<file path="src/rtl/aes_ser_pkg.sv">
package aes_ser_pkg;

  localparam int BLK_BYTES = 16;
  localparam int STEP_W    = $clog2(BLK_BYTES);

  // strobes from the sequencer to the byte datapath
  typedef struct packed {
    logic              load;
    logic              arkEn;
    logic              keyEn;
    logic              subEn;
    logic [STEP_W-1:0] step;
    logic              lastStep;
    logic              lastRound;
    logic              finish;
  } ctrl_t;

  // GF(2^4) product, field polynomial x^4 + x + 1
  function automatic logic [3:0] gf16Mul(input logic [3:0] a, input logic [3:0] b);
    logic [3:0] p;
    logic [3:0] s;
    p = '0;
    s = a;
    for (int i = 0; i < 4; i++) begin
      if (b[i]) p = p ^ s;
      s = {s[2:0], 1'b0} ^ (s[3] ? 4'h3 : 4'h0);
    end
    return p;
  endfunction

  // a^14 is the inverse of a (zero maps to zero)
  function automatic logic [3:0] gf16Inv(input logic [3:0] a);
    logic [3:0] a2, a4, a8;
    a2 = gf16Mul(a, a);
    a4 = gf16Mul(a2, a2);
    a8 = gf16Mul(a4, a4);
    return gf16Mul(gf16Mul(a8, a4), a2);
  endfunction

  // smallest nu making y^2 + y + nu irreducible over GF(2^4)
  function automatic logic [3:0] findNu();
    logic [3:0] nu;
    logic       found;
    logic       hasRoot;
    nu = 4'h0;
    found = 1'b0;
    for (int n = 1; n < 16; n++) begin
      hasRoot = 1'b0;
      for (int g = 0; g < 16; g++)
        if ((gf16Mul(4'(g), 4'(g)) ^ 4'(g) ^ 4'(n)) == 4'h0) hasRoot = 1'b1;
      if (!hasRoot && !found) begin
        nu = 4'(n);
        found = 1'b1;
      end
    end
    return nu;
  endfunction

  localparam logic [3:0] NU = findNu();

  // composite element {hi,lo} = hi*y + lo with y^2 = y + NU
  function automatic logic [7:0] compMul(input logic [7:0] a, input logic [7:0] b);
    logic [3:0] hh;
    hh = gf16Mul(a[7:4], b[7:4]);
    return {hh ^ gf16Mul(a[7:4], b[3:0]) ^ gf16Mul(a[3:0], b[7:4]),
            gf16Mul(hh, NU) ^ gf16Mul(a[3:0], b[3:0])};
  endfunction

  function automatic logic [7:0] compInv(input logic [7:0] a);
    logic [3:0] nrm, nInv;
    nrm  = gf16Mul(gf16Mul(a[7:4], a[7:4]), NU) ^ gf16Mul(a[7:4], a[3:0]) ^
           gf16Mul(a[3:0], a[3:0]);
    nInv = gf16Inv(nrm);
    return {gf16Mul(nInv, a[7:4]), gf16Mul(nInv, a[7:4] ^ a[3:0])};
  endfunction

  // linear map: column i of m is the image of bit i
  function automatic logic [7:0] matApply(input logic [63:0] m, input logic [7:0] a);
    logic [7:0] r;
    r = '0;
    for (int i = 0; i < 8; i++)
      if (a[i]) r = r ^ m[8*i +: 8];
    return r;
  endfunction

  // a composite element that is a root of the AES polynomial 0x11B
  function automatic logic [7:0] findRoot();
    logic [7:0] root, pw, sum;
    logic       found;
    root = 8'h00;
    found = 1'b0;
    for (int c = 1; c < 256; c++) begin
      pw = 8'h01;
      sum = 8'h00;
      for (int i = 0; i < 9; i++) begin
        if (i == 0 || i == 1 || i == 3 || i == 4 || i == 8) sum = sum ^ pw;
        pw = compMul(pw, 8'(c));
      end
      if (sum == 8'h00 && !found) begin
        root = 8'(c);
        found = 1'b1;
      end
    end
    return root;
  endfunction

  function automatic logic [63:0] buildToMat();
    logic [63:0] m;
    logic [7:0]  pw, rt;
    rt = findRoot();
    pw = 8'h01;
    m  = '0;
    for (int i = 0; i < 8; i++) begin
      m[8*i +: 8] = pw;
      pw = compMul(pw, rt);
    end
    return m;
  endfunction

  localparam logic [63:0] TO_COMP = buildToMat();

  function automatic logic [63:0] buildFromMat();
    logic [63:0] m;
    logic [7:0]  img;
    m = '0;
    for (int a = 0; a < 256; a++) begin
      img = matApply(TO_COMP, 8'(a));
      for (int j = 0; j < 8; j++)
        if (img == (8'h01 << j)) m[8*j +: 8] = 8'(a);
    end
    return m;
  endfunction

  localparam logic [63:0] FROM_COMP = buildFromMat();

  // linear part of the substitution affine step, standard basis
  function automatic logic [7:0] affLin(input logic [7:0] a);
    return a ^ {a[6:0], a[7]} ^ {a[5:0], a[7:6]} ^ {a[4:0], a[7:5]} ^ {a[3:0], a[7:4]};
  endfunction

  function automatic logic [63:0] buildAffMat();
    logic [63:0] m;
    m = '0;
    for (int j = 0; j < 8; j++)
      m[8*j +: 8] = matApply(TO_COMP, affLin(matApply(FROM_COMP, 8'h01 << j)));
    return m;
  endfunction

  localparam logic [63:0] AFF_MAT = buildAffMat();
  localparam logic [7:0]  AFF_K   = matApply(TO_COMP, 8'h63);
  localparam logic [7:0]  MIX2    = matApply(TO_COMP, 8'h02);

endpackage

</file>
<file path="src/rtl/aes_ser_sbox.sv">
module aes_ser_sbox
  import aes_ser_pkg::*;
(
  input  logic [7:0] byteIn,
  output logic [7:0] byteOut
);
  logic [7:0] invByte;

  always_comb begin
    invByte = compInv(byteIn);
    byteOut = matApply(AFF_MAT, invByte) ^ AFF_K;
  end
endmodule

</file>
<file path="src/rtl/aes_ser_ctrl.sv">
module aes_ser_ctrl
  import aes_ser_pkg::*;
#(
  parameter int ROUNDS = 10
) (
  input  logic  clk,
  input  logic  rstN,
  input  logic  start,
  output logic  ready,
  output ctrl_t ctl
);
  localparam int RND_W = $clog2(ROUNDS + 1);
  localparam logic [STEP_W-1:0] LAST_STEP = STEP_W'(BLK_BYTES - 1);

  typedef enum logic [1:0] {PH_IDLE, PH_ARK, PH_KEY, PH_SUB} phase_t;

  phase_t            phase;
  logic [RND_W-1:0]  roundIdx;
  logic [STEP_W-1:0] step;
  logic              atLast;

  assign atLast = (step == LAST_STEP);

  always_ff @(posedge clk or negedge rstN) begin
    if (!rstN) begin
      phase    <= PH_IDLE;
      roundIdx <= '0;
      step     <= '0;
    end else begin
      case (phase)
        PH_IDLE: if (start) begin
          phase    <= PH_ARK;
          roundIdx <= RND_W'(1);
          step     <= '0;
        end
        PH_ARK: begin
          step <= step + 1'b1;
          if (atLast) phase <= PH_KEY;
        end
        PH_KEY: begin
          step <= step + 1'b1;
          if (atLast) phase <= PH_SUB;
        end
        default: begin
          step <= step + 1'b1;
          if (atLast) begin
            if (roundIdx == RND_W'(ROUNDS)) phase <= PH_IDLE;
            else begin
              roundIdx <= roundIdx + 1'b1;
              phase    <= PH_KEY;
            end
          end
        end
      endcase
    end
  end

  always_comb begin
    ready         = (phase == PH_IDLE);
    ctl.load      = ready && start;
    ctl.arkEn     = (phase == PH_ARK);
    ctl.keyEn     = (phase == PH_KEY);
    ctl.subEn     = (phase == PH_SUB);
    ctl.step      = step;
    ctl.lastStep  = atLast;
    ctl.lastRound = (roundIdx == RND_W'(ROUNDS));
    ctl.finish    = ctl.subEn && atLast && ctl.lastRound;
  end
endmodule

</file>
<file path="src/rtl/aes_ser_dp.sv">
module aes_ser_dp
  import aes_ser_pkg::*;
(
  input  logic         clk,
  input  logic         rstN,
  input  ctrl_t        ctl,
  input  logic [127:0] ptext,
  input  logic [127:0] keyIn,
  output logic [127:0] ctext,
  output logic         done
);
  logic [7:0] cur    [BLK_BYTES];
  logic [7:0] nxt    [BLK_BYTES];
  logic [7:0] rk     [BLK_BYTES];
  logic [7:0] merged [BLK_BYTES];
  logic [7:0] acc    [4];
  logic [7:0] accNew [4];
  logic [7:0] colOut [4];
  logic [7:0] rcon;

  logic [1:0] row, colSel, srcCol;
  logic [3:0] srcIdx, keyTapIdx;
  logic [7:0] sboxIn, sboxOut, keyNew, mul2, mul3;

  assign row       = ctl.step[1:0];
  assign colSel    = ctl.step[3:2];
  assign srcCol    = colSel + row;
  assign srcIdx    = {srcCol, row};
  assign keyTapIdx = {2'd3, row + 2'd1};

  assign sboxIn = ctl.keyEn ? rk[keyTapIdx] : cur[srcIdx];

  aes_ser_sbox sbox_i (.byteIn(sboxIn), .byteOut(sboxOut));

  always_comb begin
    if (colSel == 2'd0)
      keyNew = rk[ctl.step] ^ sboxOut ^ ((row == 2'd0) ? rcon : 8'h00);
    else
      keyNew = rk[ctl.step] ^ rk[ctl.step - 4'd4];
  end

  always_comb begin
    logic [7:0] contrib;
    mul2 = compMul(sboxOut, MIX2);
    mul3 = mul2 ^ sboxOut;
    for (int r = 0; r < 4; r++) begin
      if (ctl.lastRound)            contrib = (2'(r) == row) ? sboxOut : 8'h00;
      else if (2'(r) == row)        contrib = mul2;
      else if (2'(r) == row - 2'd1) contrib = mul3;
      else                          contrib = sboxOut;
      accNew[r] = ((row == 2'd0) ? 8'h00 : acc[r]) ^ contrib;
      colOut[r] = accNew[r] ^ rk[{colSel, 2'(r)}];
    end
    for (int i = 0; i < BLK_BYTES; i++)
      merged[i] = (i >= BLK_BYTES - 4) ? colOut[i - (BLK_BYTES - 4)] : nxt[i];
  end

  always_ff @(posedge clk or negedge rstN) begin
    if (!rstN) begin
      for (int i = 0; i < BLK_BYTES; i++) begin
        cur[i] <= '0;
        nxt[i] <= '0;
        rk[i]  <= '0;
      end
      for (int r = 0; r < 4; r++) acc[r] <= '0;
      rcon  <= '0;
      ctext <= '0;
      done  <= 1'b0;
    end else begin
      done <= 1'b0;
      if (ctl.load) begin
        for (int i = 0; i < BLK_BYTES; i++) begin
          cur[i] <= matApply(TO_COMP, ptext[127 - 8*i -: 8]);
          rk[i]  <= matApply(TO_COMP, keyIn[127 - 8*i -: 8]);
        end
        rcon <= 8'h01;
      end
      if (ctl.arkEn) cur[ctl.step] <= cur[ctl.step] ^ rk[ctl.step];
      if (ctl.keyEn) begin
        rk[ctl.step] <= keyNew;
        if (ctl.lastStep) rcon <= compMul(rcon, MIX2);
      end
      if (ctl.subEn) begin
        for (int r = 0; r < 4; r++) acc[r] <= accNew[r];
        if (row == 2'd3)
          for (int r = 0; r < 4; r++) nxt[{colSel, 2'(r)}] <= colOut[r];
        if (ctl.lastStep)
          for (int i = 0; i < BLK_BYTES; i++) cur[i] <= merged[i];
        if (ctl.finish) begin
          done <= 1'b1;
          for (int i = 0; i < BLK_BYTES; i++)
            ctext[127 - 8*i -: 8] <= matApply(FROM_COMP, merged[i]);
        end
      end
    end
  end
endmodule

</file>
<file path="src/rtl/aes128_byte_enc.sv">
module aes128_byte_enc
  import aes_ser_pkg::*;
#(
  parameter int ROUNDS = 10
) (
  input  logic         clk,
  input  logic         rstN,
  input  logic         start,
  output logic         ready,
  input  logic [127:0] plaintext,
  input  logic [127:0] key,
  output logic [127:0] ciphertext,
  output logic         done
);
  ctrl_t ctl;

  aes_ser_ctrl #(.ROUNDS(ROUNDS)) ctrl_i (
    .clk(clk), .rstN(rstN), .start(start), .ready(ready), .ctl(ctl)
  );

  aes_ser_dp dp_i (
    .clk(clk), .rstN(rstN), .ctl(ctl), .ptext(plaintext), .keyIn(key),
    .ctext(ciphertext), .done(done)
  );
endmodule

</file>
<file path="config.mk">
export PLATFORM = sky130hd
export DESIGN_NAME = aes128_byte_enc
export DESIGN_NICKNAME = d
export VERILOG_FILES = /design/src/rtl/aes_ser_pkg.sv /design/src/rtl/aes_ser_sbox.sv /design/src/rtl/aes_ser_ctrl.sv /design/src/rtl/aes_ser_dp.sv /design/src/rtl/aes128_byte_enc.sv
export SDC_FILE = /design/constraint.sdc
export NUM_CORES = 2
export LEC_CHECK = 0
export BUFFER_PORTS_ARGS = -buffer_cell sky130_fd_sc_hd__buf_2
export CORE_MARGIN = 2
export CORE_UTILIZATION = 35
export CTS_CLUSTER_DIAMETER = 200
export DETAILED_ROUTE_END_ITERATION = 10
export PLACE_DENSITY = 0.58
export RECOVER_POWER = 100
export SLEW_MARGIN = 20
export SYNTH_ARGS = -nofsm -noshare
export SYNTH_HDL_FRONTEND = slang
export SYNTH_SLANG_ARGS = --single-unit
</file>
<file path="constraint.sdc">
create_clock -name clk -period 11.2 [get_ports clk]
set_clock_uncertainty 0.05 [all_clocks]
set_input_delay 1.12 -clock clk [delete_from_list [all_inputs] [get_ports clk]]
set_output_delay 1.12 -clock clk [all_outputs]
set_load 0.05 [all_outputs]
</file>
==> impl_summary.log <==
INFO  metric status = finished, violations left
INFO  metric failed_checks = capacitance limit, slew limit
INFO  metric yosys_warning_total = 0
INFO  metric dr.pass1.iters = 6
INFO  metric layout_worst_path_cycle_share = 95.9%
INFO  metric synthMostInstantiatedCell = sky130_fd_sc_hd__nand2_1
INFO  metric r2r_slack = 0.45 ns
INFO  metric root_buffer_selected_by_cts = sky130_fd_sc_hd__clkbuf_16
INFO  metric core_region_area = 108000 sq um
INFO  metric clkSlewWorstSetupHoldPaths = 0.06 ns
INFO  metric adder_cell_fraction_of_synth_area = 0.853%
INFO  metric hold_path_end = dp_i.ctext[34]
INFO  metric grt-ovfl-total = 0
INFO  metric first_pass_grt_wire_length = approximately 230000 um
INFO  metric edff_count_synth = 0
INFO  metric crit_slowest_cell = sky130_fd_sc_hd__xnor3_4
INFO  metric fp-row-count = 121
INFO  metric avgViaCountPerCell = ~5.9
INFO  metric synth_top_area_share = 34.8%
INFO  metric drc = 0
INFO  metric first_iter_violations = 3812
INFO  metric groute.usage.overall = 27.8%
INFO  metric synth-async-reset-ratio = 100%
INFO  metric worstPathRequired = 11.72 ns
INFO  metric ys_ff_latch = 531
INFO  metric post_synth_inst_count = 4211
INFO  metric crit-reg2reg-launch = ctrl_i.step[0]
INFO  metric crit_fanout = 14
INFO  metric detailed_place.area = 41700 sq um
INFO  metric antenna_found_initial = 6
INFO  metric synth-simple-area-share = 14.3%
INFO  metric crit_top_cell = sky130_fd_sc_hd__ha_1
INFO  metric flow.area_growth_from_synthesis = 16.1%
INFO  metric worst_hold_startpoint = dp_i.ctext[34]
INFO  metric postLayoutCellArea = between 40000 and 50000 sq um
INFO  metric syn_area = 38100 sq um
INFO  metric finalWeightedCongestion = 0.980
INFO  metric post_synth_xor_area_fraction = 16.9%
INFO  metric vias = 35.0k
INFO  metric top_cells_by_area_in_the_synthesized_netlist = sky130_fd_sc_hd__dfrtp_1, sky130_fd_sc_hd__xnor2_1, sky130_fd_sc_hd__mux4_2
INFO  metric cp.arrival = between 10 and 15 ns
INFO  metric dieHeight = roughly 330 um
INFO  metric final_hold_viol_count = 0
INFO  metric timing.max_slew.rel_slack = -243%
INFO  metric cts.hold.buffers_added = 0
INFO  metric wirelength = 160000 um
INFO  metric fin_nets = 4773
INFO  metric holdCritPathClass = reg -> reg
INFO  metric setup.worst_path.class = reg -> reg
INFO  metric synthDominantAreaCellType = sky130_fd_sc_hd__dfrtp_1
INFO  metric drive_gt1_share = approximately 18%
INFO  metric worst_setup_path_start_kind = flop
INFO  metric cts-htree-levels = 3
INFO  metric max_cap_viol_count = 10
INFO  metric synth-compound-area-share = between 10% and 20%
INFO  metric routed_wire_length_per_instance = roughly 27 um
INFO  metric slew_violations = 643
INFO  metric ys_top_cells_by_count = sky130_fd_sc_hd__nand2_1, sky130_fd_sc_hd__dfrtp_1, sky130_fd_sc_hd__xnor2_1
INFO  metric netlist-cell-type-count = 111
INFO  metric tritoncts = built
INFO  metric worst_pin_slew = 5.15 ns
INFO  metric final.min_clock_period = 10.75 ns
INFO  metric cell_depth_of_the_worst_hold_path = 2
INFO  metric synthFlopType = sky130_fd_sc_hd__dfrtp_1
INFO  metric synth_top_family_by_area = compound AO/OA/AOI/OAI gates
INFO  metric critPathMaxStageDelay = 0.64 ns
INFO  metric chipWidth = 334 um
INFO  metric reg2reg_depth = 38
INFO  metric design.portCount = 389
INFO  metric clock_latency = 0.66 ns
INFO  metric grt_pass1_vias = 32.5k
INFO  metric fillers = approximately 11k
INFO  metric numClockSinks = 531
INFO  metric initial_utilization = a little over a third
INFO  metric synth-seq-area-share = between 30% and 40%
INFO  metric drtAntennaViolNets = 0
INFO  metric grt_start_max_net_pins = 145
INFO  metric dp_hpwl = 119000 um
INFO  metric clock_buffer_count_from_cts = 66
INFO  metric placement.io_buffers = approximately 390
INFO  metric clk_path_buf_depth = 3
INFO  metric rsz0062_at_grt = true
INFO  metric fmaxAchievable = 0.0931 GHz
INFO  metric worstSetupEndpointType = flop
INFO  metric r2r-end = dp_i.ctext[6]
INFO  metric timing.final.setup_violations = 0
INFO  metric synthesized_nets = 4496
INFO  metric post_synth.cell_area_avg = 9.06 sq um
INFO  metric design.die.area = 112000 sq um
INFO  metric multiplexer_fraction_of_the_synthesized_cell_area = 10.7%
## kinds of logic after synthesis
group | after synthesis
compound gates | 1158
simple gates | 1243
mux | 217
xor+xnor | 652
fa+ha+maj | 26
buf+inv | 384
flops | 531
## critical path: cells and delay by family, from the launching register on
family                     cells  cell delay, ns
xor gates and xnor gates       8            2.39
AOI/OAI and AO/OA              7            1.78
adders and majority gates      4            1.37
buffers and inverters          6            0.93
DFF                            1            0.51
and+or+nand+nor               10            2.50
muxes                          3            1.11
## flip-flops by register name (all words and copies together) (netlist names)
name,flops
dp_i.rk,128
dp_i.acc,32
ctrl_i.phase,2
dp_i.done,1
ctrl_i.step,4
dp_i.cur,128
dp_i.ctext,128
dp_i.merged,96
ctrl_i.roundIdx,4
dp_i.rcon,8
## stage by stage
step                      setup slack [ns]  std cells  setup TNS, ns  hold WS (ns)  util (%)
after floorplan                      0.105       4211              0         0.415         -
after global placement             -0.0413       5812        -0.0413         0.406      38.5
after detailed placement            -0.209       5812         -0.593         0.411      38.5
after CTS                          0.00880       5931              0         0.426      40.8
after global routing               -0.0515       5953         -0.114         0.452      40.8
final                                0.454       5955              0         0.420      40.8
## how the worst max path moves through the flow
stage / from / end / slack [ns] / depth (start not counted)
floorplan: ctrl_i.step[1] / dp_i.ctext[12] / 0.11 / 49
global route: ctrl_i.step[0] / dp_i.ctext[31] / -0.05 / 40
global placement: ctrl_i.step[0] / dp_i.ctext[21] / -0.04 / 38
CTS: ctrl_i.step[0] / dp_i.ctext[6] / 0.009 / 39
finish: ctrl_i.step[0] / dp_i.ctext[6] / 0.45 / 38
detailed placement: ctrl_i.step[0] / dp_i.ctext[21] / -0.21 / 38
## final cells by class
cell class                      instances  area, sq um  area share, %
Sequential cell                       531        13300           30.0
Clock buffer                           95         2010           4.55
Multi-Input combinational cell       3298        23700           53.5
Clock inverter                         24          384          0.868
Tap cell                             1414         1770           4.00
Antenna cell                            2         5.00         0.0113
Timing Repair Buffer                  547         2970           6.70
Inverter                               44          166          0.376
## layout by cell type, fill, tap and decap left out, drive strengths merged, types with 44 or more instances in the layout
master / netlist / routed
mux2i: 48 / 48
dfrtp: 531 / 531
xnor2: 483 / 484
a211oi: 149 / 149
buf: 81 / 403
clkbuf: 259 / 239
o211ai: 73 / 73
mux4: 148 / 148
xor2: 128 / 128
o21ai: 409 / 409
nand2: 622 / 622
and3: 47 / 47
nand3: 84 / 84
inv: 42 / 44
nor2: 314 / 314
a21oi: 354 / 354
## layer usage
| layer | routed length, um | global-route usage (%) | vias up |
|---|---|---|---|
| met5 | 0 | 0 | - |
| met4 | 9890 | 14.7 | 0 |
| met3 | 15100 | 5.42 | 403 |
| met2 | 70700 | 42.8 | 2034 |
| met1 | 64200 | 37.1 | 17042 |
| li1 | - | - | 15490 |
## repair_timing
| item | in CTS | in global routing |
|---|---|---|
| gates cloned | 0 | 2 |
| setup buffers | 0 | 20 |
| pin swaps | 1 | 14 |
| gates resized for setup | 7 | 33 |
| setup endpoints to repair | 25 | 124 |
Power is not shown: default switching activity piles up to over one toggle a cycle in this logic, so the estimate is an artifact.
